`config.mk`:
```
export PLATFORM = sky130hd
export DESIGN_NAME = vm_xlate_tlb
export DESIGN_NICKNAME = d
export VERILOG_FILES = /design/src/rtl/vm_xlate_pkg.sv /design/src/rtl/vm_xlate_match.sv /design/src/rtl/vm_xlate_pick.sv /design/src/rtl/vm_xlate_scratch.sv /design/src/rtl/vm_xlate_tlb.sv
export SDC_FILE = /design/constraint.sdc
export NUM_CORES = 1
export LEC_CHECK = 0
export BUFFER_PORTS_ARGS = -buffer_cell sky130_fd_sc_hd__clkbuf_2
export CAP_MARGIN = 20
export CORE_ASPECT_RATIO = 0.75
export CORE_MARGIN = 4
export CORE_UTILIZATION = 52
export CTS_CLUSTER_SIZE = 40
export DETAILED_ROUTE_END_ITERATION = 8
export PLACE_DENSITY = 0.71
export SKIP_LAST_GASP = 1
export SLEW_MARGIN = 20
export SYNTH_ARGS = -nofsm -noshare
export SYNTH_HDL_FRONTEND = slang
export SYNTH_SLANG_ARGS = --single-unit
```
`constraint.sdc`:
```
create_clock -name clk -period 4.39 [get_ports clk]
set_clock_uncertainty 0.1 [all_clocks]
set_input_delay 0 -clock clk [delete_from_list [all_inputs] [get_ports clk]]
set_output_delay 0 -clock clk [all_outputs]
set_load 0.01 [all_outputs]
```
`src/rtl/vm_xlate_pkg.sv`:
```
package vm_xlate_pkg;
  localparam int AW     = 32;
  localparam int ASID_W = 4;
  localparam int GRP_W  = 3;
  localparam int N_GRP  = 1 << GRP_W;
  localparam int QTR_N  = 4;

  localparam logic [1:0] SZ_4K   = 2'd0;
  localparam logic [1:0] SZ_16K  = 2'd1;
  localparam logic [1:0] SZ_512K = 2'd2;
  localparam logic [1:0] SZ_8M   = 2'd3;

  localparam logic [1:0] RT_NONE = 2'd0;
  localparam logic [1:0] RT_RO   = 2'd1;
  localparam logic [1:0] RT_PAGE = 2'd2;
  localparam logic [1:0] RT_FULL = 2'd3;

  typedef struct packed {
    logic              vld;
    logic [AW-1:0]     va;
    logic [AW-1:0]     pa;
    logic [1:0]        sz;
    logic [ASID_W-1:0] asid;
    logic [GRP_W-1:0]  grp;
    logic [QTR_N-1:0]  wp;
    logic              ci;
    logic              cb;
  } tlb_ent_t;

  function automatic int off_bits(input logic [1:0] sz);
    case (sz)
      SZ_4K:   return 12;
      SZ_16K:  return 14;
      SZ_512K: return 19;
      default: return 23;
    endcase
  endfunction

  function automatic logic [AW-1:0] off_mask(input logic [1:0] sz);
    return (AW'(1) << off_bits(sz)) - AW'(1);
  endfunction

  function automatic logic [AW-1:0] xlate(input logic [AW-1:0] base,
                                          input logic [AW-1:0] ea,
                                          input logic [1:0] sz);
    return (base & ~off_mask(sz)) | (ea & off_mask(sz));
  endfunction

  function automatic logic acc_fault(input logic [1:0] rt, input logic is_wr,
                                     input logic [QTR_N-1:0] wp,
                                     input logic [1:0] sz, input logic [1:0] qtr);
    logic wbit;
    wbit = (sz == SZ_4K) ? wp[qtr] : wp[0];
    case (rt)
      RT_NONE: return 1'b1;
      RT_RO:   return is_wr;
      RT_PAGE: return is_wr & ~wbit;
      default: return 1'b0;
    endcase
  endfunction
endpackage

```
`src/rtl/vm_xlate_match.sv`:
```
module vm_xlate_match
  import vm_xlate_pkg::*;
(
  input  tlb_ent_t          ent,
  input  logic [AW-1:0]     ea,
  input  logic [ASID_W-1:0] asid,
  output logic              hit
);
  logic tag_eq;
  assign tag_eq = (((ea ^ ent.va) & ~off_mask(ent.sz)) == '0);
  assign hit    = ent.vld && (ent.asid == asid) && tag_eq;
endmodule

```
`src/rtl/vm_xlate_pick.sv`:
```
module vm_xlate_pick #(
  parameter  int N  = 8,
  localparam int IW = $clog2(N)
) (
  input  logic [N-1:0]  hits,
  output logic          any,
  output logic          multi,
  output logic [IW-1:0] idx
);
  always_comb begin
    idx = '0;
    for (int i = N - 1; i >= 0; i--)
      if (hits[i]) idx = IW'(i);
  end
  assign any   = |hits;
  assign multi = |(hits & (hits - N'(1)));
endmodule

```
`src/rtl/vm_xlate_scratch.sv`:
```
module vm_xlate_scratch #(
  parameter  int NUM = 3,
  parameter  int W   = 32,
  localparam int SW  = $clog2(NUM + 1)
) (
  input  logic          clk,
  input  logic          rst_n,
  input  logic          we,
  input  logic [SW-1:0] sel,
  input  logic [W-1:0]  wdata,
  output logic [W-1:0]  rdata
);
  logic [W-1:0] regs [NUM];

  always_ff @(posedge clk or negedge rst_n) begin
    if (!rst_n) begin
      for (int i = 0; i < NUM; i++) regs[i] <= '0;
    end else if (we) begin
      for (int i = 0; i < NUM; i++)
        if (sel == SW'(i)) regs[i] <= wdata;
    end
  end

  always_comb begin
    rdata = '0;
    for (int i = 0; i < NUM; i++)
      if (sel == SW'(i)) rdata = regs[i];
  end
endmodule

```
`src/rtl/vm_xlate_tlb.sv`:
```
module vm_xlate_tlb
  import vm_xlate_pkg::*;
#(
  parameter  int N_ENT = 8,
  localparam int IDX_W = $clog2(N_ENT)
) (
  input  logic                 clk,
  input  logic                 rst_n,
  input  logic                 lk_req,
  input  logic [AW-1:0]        lk_ea,
  input  logic [ASID_W-1:0]    lk_asid,
  input  logic                 lk_wr,
  input  logic [2*N_GRP-1:0]   grp_rights,
  output logic                 rs_valid,
  output logic                 rs_hit,
  output logic                 rs_miss,
  output logic                 rs_multi,
  output logic                 rs_fault,
  output logic [AW-1:0]        rs_pa,
  output logic                 rs_ci,
  output logic                 rs_cb,
  output logic [AW-1:0]        miss_ea,
  input  logic                 inv_all,
  input  logic                 wr_en,
  input  logic                 wr_inv,
  input  logic                 wr_use_idx,
  input  logic [IDX_W-1:0]     wr_idx,
  input  logic [AW-1:0]        wr_ea,
  input  logic [AW-1:0]        wr_pa,
  input  logic [1:0]           wr_size,
  input  logic [ASID_W-1:0]    wr_asid,
  input  logic [GRP_W-1:0]     wr_grp,
  input  logic [QTR_N-1:0]     wr_wp,
  input  logic                 wr_ci,
  input  logic                 wr_cb,
  input  logic                 scr_we,
  input  logic [1:0]           scr_sel,
  input  logic [AW-1:0]        scr_wdata,
  output logic [AW-1:0]        scr_rdata
);
  tlb_ent_t           ents [N_ENT];
  logic [N_ENT-1:0]   hit_vec;
  logic [N_ENT-1:0]   valid_vec;
  logic [IDX_W-1:0]   rr_ptr;
  logic [IDX_W-1:0]   wr_slot;
  logic               rr_step;
  logic               any_hit, multi_hit;
  logic [IDX_W-1:0]   win_idx;
  tlb_ent_t           win;
  logic [AW-1:0]      pa_c;
  logic               fault_c;

  // named events for the checker
  assign rr_step = wr_en && !wr_inv && !wr_use_idx && !inv_all;
  assign wr_slot = (wr_inv || wr_use_idx) ? wr_idx : rr_ptr;

  always_ff @(posedge clk or negedge rst_n) begin
    if (!rst_n) begin
      for (int i = 0; i < N_ENT; i++) ents[i] <= '0;
    end else if (inv_all) begin
      for (int i = 0; i < N_ENT; i++) ents[i].vld <= 1'b0;
    end else if (wr_en) begin
      if (wr_inv) ents[wr_slot].vld <= 1'b0;
      else ents[wr_slot] <= '{vld: 1'b1, va: wr_ea, pa: wr_pa, sz: wr_size,
                              asid: wr_asid, grp: wr_grp, wp: wr_wp,
                              ci: wr_ci, cb: wr_cb};
    end
  end

  always_ff @(posedge clk or negedge rst_n) begin
    if (!rst_n) rr_ptr <= '0;
    else if (rr_step) rr_ptr <= (rr_ptr == IDX_W'(N_ENT - 1)) ? '0 : rr_ptr + 1'b1;
  end

  for (genvar g = 0; g < N_ENT; g++) begin : g_ent
    assign valid_vec[g] = ents[g].vld;
    vm_xlate_match u_match (
      .ent  (ents[g]),
      .ea   (lk_ea),
      .asid (lk_asid),
      .hit  (hit_vec[g])
    );
  end

  vm_xlate_pick #(.N(N_ENT)) u_pick (
    .hits  (hit_vec),
    .any   (any_hit),
    .multi (multi_hit),
    .idx   (win_idx)
  );

  assign win     = ents[win_idx];
  assign pa_c    = xlate(win.pa, lk_ea, win.sz);
  assign fault_c = acc_fault(grp_rights[2*win.grp +: 2], lk_wr, win.wp, win.sz, lk_ea[11:10]);

  always_ff @(posedge clk or negedge rst_n) begin
    if (!rst_n) begin
      rs_valid <= 1'b0; rs_hit <= 1'b0; rs_miss <= 1'b0; rs_multi <= 1'b0;
      rs_fault <= 1'b0; rs_pa <= '0; rs_ci <= 1'b0; rs_cb <= 1'b0;
      miss_ea  <= '0;
    end else begin
      rs_valid <= lk_req;
      rs_hit   <= lk_req && any_hit;
      rs_miss  <= lk_req && !any_hit;
      rs_multi <= lk_req && any_hit && multi_hit;
      rs_fault <= lk_req && any_hit && fault_c;
      rs_pa    <= (lk_req && any_hit) ? pa_c : '0;
      rs_ci    <= lk_req && any_hit && win.ci;
      rs_cb    <= lk_req && any_hit && win.cb;
      if (lk_req && !any_hit) miss_ea <= lk_ea;
    end
  end

  vm_xlate_scratch #(.NUM(3), .W(AW)) u_scr (
    .clk   (clk),
    .rst_n (rst_n),
    .we    (scr_we),
    .sel   (scr_sel),
    .wdata (scr_wdata),
    .rdata (scr_rdata)
  );
endmodule

```
==> results of run 1 <==
-- stage by stage --
stage	instance area [sq um]	std cells	worst slack, ps	util, %	power, uW
CTS	36700	3597	269	63.4	19900
finish	36700	3599	187	63.4	19800
detailed placement	33000	3332	323	57.0	14000
global route	36700	3599	21.2	63.4	20800
global placement	33000	3332	330	57.0	13700
floorplan	30700	2376	1210	-	12500
-- layout make-up --
class | count | area [sq um] | area share (%)
Sequential cell | 650 | 16300 | 44.3
Multi-Input combinational cell | 1563 | 13800 | 37.4
Timing Repair Buffer | 480 | 3500 | 9.52
Clock buffer | 101 | 2050 | 5.57
Tap cell | 780 | 976 | 2.66
Clock inverter | 11 | 141 | 0.385
Inverter | 12 | 45.0 | 0.123
Antenna cell | 2 | 5.00 | 0.0136
-- Yosys cell counts, types with 3 or more instances --
| cell | n |
|---|---|
| and3_1 | 5 |
| nand2b_1 | 4 |
| xnor2_1 | 209 |
| ha_1 | 10 |
| buf_4 | 17 |
| a21boi_0 | 3 |
| mux2_2 | 602 |
| nand4_1 | 58 |
| a21oi_2 | 3 |
| nand2_1 | 81 |
| buf_1 | 20 |
| nor4_1 | 21 |
| o21ai_1 | 3 |
| nor3b_1 | 3 |
| a41oi_1 | 7 |
| o21ai_0 | 64 |
| mux2i_1 | 127 |
| o211ai_1 | 11 |
| buf_6 | 10 |
| nor3_1 | 15 |
| nand3_1 | 14 |
| xnor2_2 | 4 |
| and2_1 | 17 |
| a211oi_1 | 79 |
| clkbuf_1 | 79 |
| buf_2 | 23 |
| o32ai_1 | 4 |
| inv_1 | 12 |
| xor2_1 | 11 |
| dfrtp_1 | 650 |
| a21oi_1 | 57 |
| nor2b_1 | 56 |
| a31oi_1 | 5 |
| o21bai_1 | 3 |
| o2111ai_1 | 5 |
| nor2_1 | 41 |
-- critical path, stage by stage, from the launching register on --
cell,delay [ps]
dfrtp_1,400
xor2_1,170
nor4_1,570
a21oi_1,90
a21oi_1,430
nand3_1,360
o2111a_4,380
mux2i_1,220
mux2i_1,110
mux2i_2,160
buf_4,190
mux2i_1,210
mux2i_1,90
mux2i_1,190
buf_4,160
o2111ai_1,90
a21oi_1,150
-- how the worst max path moves through the flow --
| stage | startpoint | to | slack [ps] | cells past startpoint |
|---|---|---|---|---|
| 4_1_cts | ents[547] | rs_fault | 270 | 16 |
| 2_1_floorplan | ents[146] | rs_fault | 1210 | 15 |
| 5_1_grt | ents[547] | rs_fault | 20 | 16 |
| 3_5_place_dp | lk_ea[20] | rs_fault | 320 | 17 |
| 3_3_place_gp | lk_ea[20] | rs_fault | 330 | 17 |
| 6_report | ents[547] | rs_fault | 190 | 16 |
-- layer usage --
layer  share of wire [%]  track usage [%]  up-vias
met2                  46             40.5      515
met1                  47             38.4    10800
met3                 4.9             4.06      122
li1                    -                -     9267
met4                 2.1             6.32        2
met5               0.014                0        -
-- repair_timing --
action	in CTS	in global routing
setup buffers	0	0
endpoints found under the hold margin	740	0
hold buffers	153	0
-- power groups by stage --
| stage | Clock (uW) | Combinational, uW | Sequential [uW] |
|---|---|---|---|
| floorplan | 0 | 3640 | 8810 |
| global placement | 0 | 4710 | 8980 |
| detailed placement | 0 | 4900 | 9140 |
| CTS | 5800 | 5040 | 9040 |
| global route | 6050 | 5520 | 9280 |
| finish | 5700 | 5060 | 9050 |
-- sequential cells by signal, summed over array words and instances (netlist names), 3 cells and up --
| register | flops |
|---|---|
| ents | 480 |
| rr_ptr | 3 |
| u_scr.regs | 96 |
| miss_ea | 32 |
| rs_pa | 32 |
-- cell families (layout without fill, tap and decap cells) --
family          after synthesis  after routing
mux                         733            733
flops                       650            650
simple gates                323            323
compound gates              256            256
xor+xnor                    224            224
buf+inv                     163            604
fa+ha+maj                    11             11
other cells                   1             18
-- cell usage in the layout (no fill, tap or decap), types with 14 or more instances in the layout --
master	n
dlygate4sd3_1	153
mux2i_1	127
nand2_1	80
a21oi_1	57
o21ai_0	64
a211oi_1	79
dfrtp_1	650
clkbuf_8	20
and2_1	16
nor3_1	15
clkbuf_16	69
clkbuf_2	258
nand4_1	58
mux2_2	602
nor2_1	33
nor2b_1	55
nand3_1	14
xnor2_1	209
conb_1	16
buf_4	56
nor4_1	21
==> flow_summary.ini, run 1 <==
[run_status]
status = complete, but fails checks
violations = negative hold slack

[synth]
synth_cells = 2361
synth_warnings = 0
ys_ff_latch = 650
seq_area_frac_synth_pct = 53.0
postSynthAreaPerCell_sq_um = 13.0
synth_top_area_share_pct = 53.0
synth_top_family_by_area = multiplexers
synth_compound_area_share_pct = 5.43
synth_flop_cell = dfrtp_1
synth_edf_count = 0
synth_area_sq_um = 30700
yosys.area_share.simple_pct = 5.52
synth.area.mux_share_pct = 26.4
yosysUniqueCellTypes = 59
async_flop_share_pct = 100
synthAdderAreaFrac_pct = 0.441
yosysTopAreaCell = dfrtp_1
synth_xor_area_share_pct = 6.49
yosys-top-cells-area = dfrtp_1, mux2_2, xnor2_1

[floorplanning]
chipHeight_um = 218
die_w_um = 288
dieArea_sq_um = 63000
ios = 280
num_rows = 76
start_util_pct = 53.0
core_area_sq_um = 57900

[timing]
slew_headroom_pct = 23.1
hold_ws_ps = -19.6
finalHoldViolCount = 12
finalWorstPathRequiredPeriod_ps = 4200
slew_violations = 0
fin_setup_tns_ps = 0
setup_viol = 0
max_freq_ghz = 0.238
rsz0062_at_grt = no
tightest_slew_ps = 1150
finalCritPeriodShare_pct = 95.7

[clocking]
htree_levels = 3
cts-buffers-inserted = 67
insertion_delay_ps = 620
cts_resized = 0
cts.sinks = 650
clock-root-buffer = clkbuf_16
cts.clk_slew.worst_paths_ps = 60
cts_tree = built
cts_buffer_depth = 3

[route]
wl_per_cell_um = 22.6
vias_per_cell = 5.77
drt_wl_total_mm = 81.5
vias = 20800
first_pass_iters = 5
drc = 0
final_antenna_net_count = 0
first_iter_violations = 1515

[worst_setup_path]
critPathKind = reg -> reg
required_ps = 4810
reg2reg_setup_slack_ps = 190
worstSetupStartpointType = flop
r2r_start = ents[547]
setup.worst_path.end_class = flop
regToRegEndpoint = rs_fault
cp_max_fo = 16
worstRegToRegCells = 16
cp.arrival_ps = 4620

[global_routing]
grt_pass1_wl_mm = 127
track_usage_pct = 26.0
grt_start_max_net_pins = 117
gr-total-overflow = 0
antenna_found_initial = 3
grt_pass1_vias = 21600

[power_and_ir_drop]
p_sw_uw = 5790
netSwitchingFraction_pct = 29.3
powerDensity_nw_per_um2 = 539
power_frac_comb_pct = 25.5
clkPwrFrac_pct = 28.8
max-vdd-ir-drop_v = 0.000318
leakagePower_uw = 0.0159
seqPwrFrac_pct = 45.7
intPower_uw = 14000

[placement]
hpwl_mm = 54.9
port_buffers = 259
gp_congestion = 0.914

[finish]
filler_cell_count = 4310
layout.nets = 2961
drive_above_1_share_pct = 37.6
area_growth_pct = 19.8

[hold_path]
hp-class = in -> async

[run]
maxCapViolations = 0
Note: power is estimated with default switching activity, not from simulation.
==> run 2, diff against run 1 <==
--- a/config.mk
+++ b/config.mk
@@ -7,7 +7,6 @@
 export LEC_CHECK = 0
 export BUFFER_PORTS_ARGS = -buffer_cell sky130_fd_sc_hd__clkbuf_2
 export CAP_MARGIN = 20
-export CORE_ASPECT_RATIO = 0.75
 export CORE_MARGIN = 4
 export CORE_UTILIZATION = 52
 export CTS_CLUSTER_SIZE = 40
==> constraint.sdc (replaced) <==
create_clock -name clk -period 5.18 [get_ports clk]
set_clock_uncertainty 0.1 [all_clocks]
set_input_delay 0 -clock clk [delete_from_list [all_inputs] [get_ports clk]]
set_output_delay 0 -clock clk [all_outputs]
set_load 0.01 [all_outputs]
==> run 2 against run 1 <==
The run still ends with negative hold slack left; via count shrank 1.1%; wire length shrank 2.3%; clock power shrank 14%; die area is essentially flat; sequential share of layout area grew 0.35 points; final cell count shrank 1.0%; maximum frequency shrank 14%; final area shrank 0.78%; utilization shrank 0.62 points; critical endpoint unchanged; largest cell class unchanged.
==> flow_summary.ini, run 2 (same netlist as run 1, synthesis figures left out) <==
[clocking]
cts_buffer_depth = 3
cts.clk_slew.worst_paths_ps = 60
clock-root-buffer = clkbuf_16
htree_levels = 3
cts_tree = built
cts.sinks = 650
cts-buffers-inserted = 70
insertion_delay_ps = 590

[timing]
setup_viol = 0
hold_ws_ps = -3.82
slew_violations = 0
max_freq_ghz = 0.204
fin_setup_tns_ps = 0
finalWorstPathRequiredPeriod_ps = 4900
finalCritPeriodShare_pct = 94.6
tightest_slew_ps = 1030
finalHoldViolCount = 1
slew_headroom_pct = 31.0
rsz0062_at_grt = no

[worst_setup_path]
r2r_start = ents[315]
cp_max_fo = 34
cp.arrival_ps = 5300
critPathKind = reg -> reg
setup.worst_path.end_class = flop
cpLargestDelayFamily = simple AND/OR/NAND/NOR gates
required_ps = 5580
startpoint = ents[315]
crit_chain = xnor2_1 > nand4_1 > nor4_1 > nand3_1 > nand2_1 > o2111a_4 > buf_6 > mux2i_1 > mux2i_1 > mux2_4 > mux2_4 > dlygate4sd3_1 > o211ai_1 > o221ai_1 > a21oi_1
slowest_stage = dlygate4sd3_1
slowest_delay_ps = 560
worstSetupStartpointType = flop
crit_buf_inv = 2

[route]
vias = 20500
first_iter_violations = 1337
drc = 0
drt_wl_total_mm = 79.6
wl_per_cell_um = 22.3
final_antenna_net_count = 0
first_pass_iters = 5
vias_per_cell = 5.76

[power_and_ir_drop]
powerDensity_nw_per_um2 = 459
seqPwrFrac_pct = 45.9
finalPower_uw = 16700
netSwitchingFraction_pct = 28.8
max-vdd-ir-drop_v = 0.000315
leakagePower_uw = 0.0158
p_sw_uw = 4810
intPower_uw = 11900
clkPwrFrac_pct = 29.2
power_frac_comb_pct = 24.9

[finish]
multiInputGateArea_sq_um = 13800
area_growth_pct = 18.8
final_common_cell = dfrtp_1
final_cell_mix = dfrtp_1, mux2_2, clkbuf_2, xnor2_1, dlygate4sd3_1
largest_reg_flops = 480
largest_register = ents
drive_above_1_share_pct = 37.1
layout.nets = 2926
ff_latch_area_sq_um = 16300
layout.cells.non_filler = 3563
filler_cell_count = 4395
largestRegisters = ents: 480 flops, u_scr.regs: 96 flops

[global_routing]
track_usage_pct = 25.2
grt_start_max_net_pins = 172
antenna_found_initial = 7
gr-total-overflow = 0
grt_pass1_vias = 22300
grt_pass1_wl_mm = 126

[floorplanning]
chipHeight_um = 251
core_area_sq_um = 58000
start_util_pct = 52.9
ios = 280
die_w_um = 251
dieArea_sq_um = 62900
num_rows = 88

[run_status]
violations = negative hold slack
status = complete, but fails checks

[hold_path]
hp-class = in -> async

[placement]
dp.cells = 3282
gp_congestion = 0.867
hpwl_mm = 50.9
port_buffers = 259

[run]
maxCapViolations = 0
run 2: changes by cell type in the layout (fill, tap and decap cells not counted), sizes merged:
cell	change
buf	-35
clkbuf	+2
clkinvlp	+1
diode	+5
clkinv	+11
dlygate4sd3	-3
inv	-2
run 2: path summary, 6_finish.rpt:
kind | endpoint | cells past startpoint | slack (ps)
max in group asynchronous | ents[360] | 3 | 3410
min in group clk | rs_valid | 2 | 50
hold reg to reg | ents[601] | 1 | 400
setup / recovery | rs_fault | 15 | 280
hold / removal | miss_ea[27] | 2 | -4
setup reg to reg | rs_fault | 15 | 280
run 2: final cells by class:
class,count,share of cell area [%]
Clock inverter,21,0.460
Clock buffer,103,5.73
Antenna cell,7,0.0481
Timing Repair Buffer,442,8.60
Multi-Input combinational cell,1563,37.8
Sequential cell,650,44.6
Inverter,12,0.124
Tap cell,765,2.63
run 2: metrics by stage:
step | util, % | hold WS, ps | instance area, sq um | setup WS (ps)
after CTS | 62.7 | 5.48 | 36400 | 230
after global placement | 56.3 | 64.5 | 32700 | 901
after global routing | 62.8 | 44.7 | 36400 | 11.2
after floorplan | - | -396 | 30700 | 2000
after detailed placement | 56.3 | 81.2 | 32700 | 797
final | 62.8 | -3.82 | 36400 | 279
run 2: layer usage:
metal  share of wire (%)  GRT usage [%]  vias up
li1                    -              -     9214
met1                  42           32.6    10600
met2                  49           42.0      550
met3                 4.7           4.13      194
met4                 4.3           11.6        2
met5               0.015              0        -
run 2: power groups by stage:
stage	registers, uW	logic, uW	clock network, uW
3_3_place_gp	7610	3850	0
5_1_grt	7870	4570	5220
4_1_cts	7660	4150	5010
3_5_place_dp	7740	4000	0
6_report	7670	4160	4890
2_1_floorplan	7470	3090	0
run 2: repair_timing:
action,4_1_cts,5_1_grt
setup buffers,0,0
endpoints found under the setup margin,0,1
hold buffers,150,0
endpoints found under the hold margin,751,0
gates resized for setup,0,3
run 2: worst register-to-register path, cell delays in order (launching register included):
cell and delay, ps:
dfrtp_1 390, xnor2_1 330, nand4_1 130, nor4_1 520
nand3_1 300, nand2_1 170, o2111a_4 430, buf_6 390
mux2i_1 250, mux2i_1 100, mux2_4 330, mux2_4 310
dlygate4sd3_1 560, o211ai_1 190, o221ai_1 160, a21oi_1 180
==> run 3, diff against run 2 <==
--- a/config.mk
+++ b/config.mk
@@ -7,8 +7,10 @@
 export LEC_CHECK = 0
 export BUFFER_PORTS_ARGS = -buffer_cell sky130_fd_sc_hd__clkbuf_2
 export CAP_MARGIN = 20
+export CORE_ASPECT_RATIO = 2
 export CORE_MARGIN = 4
 export CORE_UTILIZATION = 52
+export CTS_BUF_LIST = sky130_fd_sc_hd__clkbuf_16
 export CTS_CLUSTER_SIZE = 40
 export DETAILED_ROUTE_END_ITERATION = 8
 export PLACE_DENSITY = 0.71
==> run 3 against run 2 <==
The run now ends clean; final area fell by 0.95%; wire length up 0.63%; via count is 1.7% lower; sequential power is essentially flat; maximum frequency down 0.65%; hold slack better by 56 ps; sequential cell count unchanged; critical path type unchanged; largest cell class unchanged; largest power group unchanged.
==> flow_summary.ini, run 3 (same netlist as run 1, synthesis figures left out) <==
[timing]
finalWorstPathRequiredPeriod_ps = 4930
fin_setup_tns_ps = 0
setup_viol = 0
max_freq_ghz = 0.203
slew_headroom_pct = 24.7
finalHoldViolCount = 0
rsz0062_at_grt = no
tightest_slew_ps = 1130
slew_violations = 0
finalCritPeriodShare_pct = 95.2

[power_and_ir_drop]
power_frac_comb_pct = 26.3
clkPwrFrac_pct = 25.6
finalPower_uw = 15900
seqPwrFrac_pct = 48.1
intPower_uw = 11200
p_sw_uw = 4700
powerDensity_nw_per_um2 = 441
netSwitchingFraction_pct = 29.5
max-vdd-ir-drop_v = 0.000380
leakagePower_uw = 0.0156

[placement]
dpl-instance-area_sq_um = 32800
dp.cells = 3292
hpwl_mm = 54.5
gp_congestion = 0.936
port_buffers = 259

[floorplanning]
ios = 280
chipHeight_um = 351
core_area_sq_um = 58300
num_rows = 125
dieArea_sq_um = 63200
start_util_pct = 52.6
die_w_um = 180

[worst_setup_path]
crit_buf_inv = 2
required_ps = 5620
cpLargestDelayFamily = compound AO/OA/AOI/OAI gates
crit_chain = xnor2_1 > nand4_1 > nor4_1 > o2111a_2 > nor2_2 > a21oi_4 > mux2i_1 > mux2_4 > mux2i_1 > dlygate4sd3_1 > nand2_1 > o211ai_1 > dlygate4sd3_1 > o221ai_1 > a21oi_1
setup.worst_path.end_class = flop
r2r_start = ents[471]
startpoint = ents[471]
cp_max_fo = 20
slowest_stage = a21oi_4
cp.arrival_ps = 5380
worstSetupStartpointType = flop
critPathKind = reg -> reg
slowest_delay_ps = 700

[global_routing]
grt_start_max_net_pins = 163
grt_pass1_wl_mm = 126
gr-total-overflow = 0
track_usage_pct = 25.2
grt_pass1_vias = 22100
antenna_found_initial = 3

[run_status]
status = finished, final reports clean

[finish]
area_growth_pct = 17.7
layout.nets = 2925
drive_above_1_share_pct = 36.6
layout.cells.non_filler = 3550
largest_reg_flops = 480
fin_area_sq_um = 36100
final_cell_mix = dfrtp_1, mux2_2, clkbuf_2, xnor2_1, dlygate4sd3_1
final_common_cell = dfrtp_1
largestRegisters = ents: 480 flops, u_scr.regs: 96 flops
largest_register = ents

[clocking]
cts_buffer_depth = 3
cts.clk_slew.worst_paths_ps = 70
cts_tree = built
insertion_delay_ps = 620
cts.sinks = 650
clock-root-buffer = clkbuf_16
htree_levels = 2
cts-buffers-inserted = 55

[route]
vias_per_cell = 5.69
drt_wl_total_mm = 80.0
final_antenna_net_count = 0
first_iter_violations = 929
drc = 0
first_pass_iters = 5
wl_per_cell_um = 22.5
vias = 20200

[hold_path]
hp-start = lk_ea[9]
hp-class = in -> reg

[run]
maxCapViolations = 0
[run 3: layer usage]
layer / vias to the layer above / global-route usage [%] / wire, um
met5: - / 0 / 0
met4: 0 / 11.1 / 3820
met3: 161 / 3.10 / 2610
met2: 448 / 46.8 / 42900
met1: 10400 / 29.1 / 30700
li1: 9181 / - / -
[run 3: power groups by stage]
stage	clock network [uW]	registers, uW	logic (uW)
floorplan	0	7470	3090
global placement	0	7610	3890
detailed placement	0	7750	4050
CTS	4180	7660	4190
global route	4370	7850	4610
finish	4070	7660	4180
[run 3: worst paths after layout]
check | slack, ps | cells after the start | to
min reg2reg | 400 | 1 | ents[283]
max in group asynchronous | 3510 | 4 | u_scr.regs[36]
min in group asynchronous | 300 | 3 | ents[113]
min | 50 | 3 | rs_pa[9]
max reg2reg | 250 | 15 | rs_fault
max | 250 | 15 | rs_fault
[run 3: repair_timing]
| item | CTS | global route |
|---|---|---|
| endpoints found under the hold margin | 745 | 0 |
| gates resized for setup | 0 | 2 |
| setup endpoints to repair | 0 | 1 |
| hold buffers | 151 | 0 |
| setup buffers | 0 | 0 |
[run 3: through the flow]
stage / setup slack, ps / hold WS (ps) / utilization, %
finish: 247 / 52.3 / 61.9
global route: 40.9 / 62.2 / 61.9
CTS: 116 / 17.6 / 61.8
detailed placement: 756 / 4.26 / 56.3
global placement: 781 / -13.8 / 56.3
floorplan: 2000 / -396 / -
[run 3: layout make-up]
cell class,instances,area (sq um)
fill,4599,22200
sequential,650,16300
multi-input combinational,1563,13800
timing repair buffer,456,3330
clock buffer,55,1380
tap,762,953
clock inverter,48,350
inverter,12,45.0
antenna,4,10.0
[run 3: worst min-delay path, cell delays in order]
cell	delay, ps
dlygate4sd3_1	530
clkbuf_2	110
and2_1	110
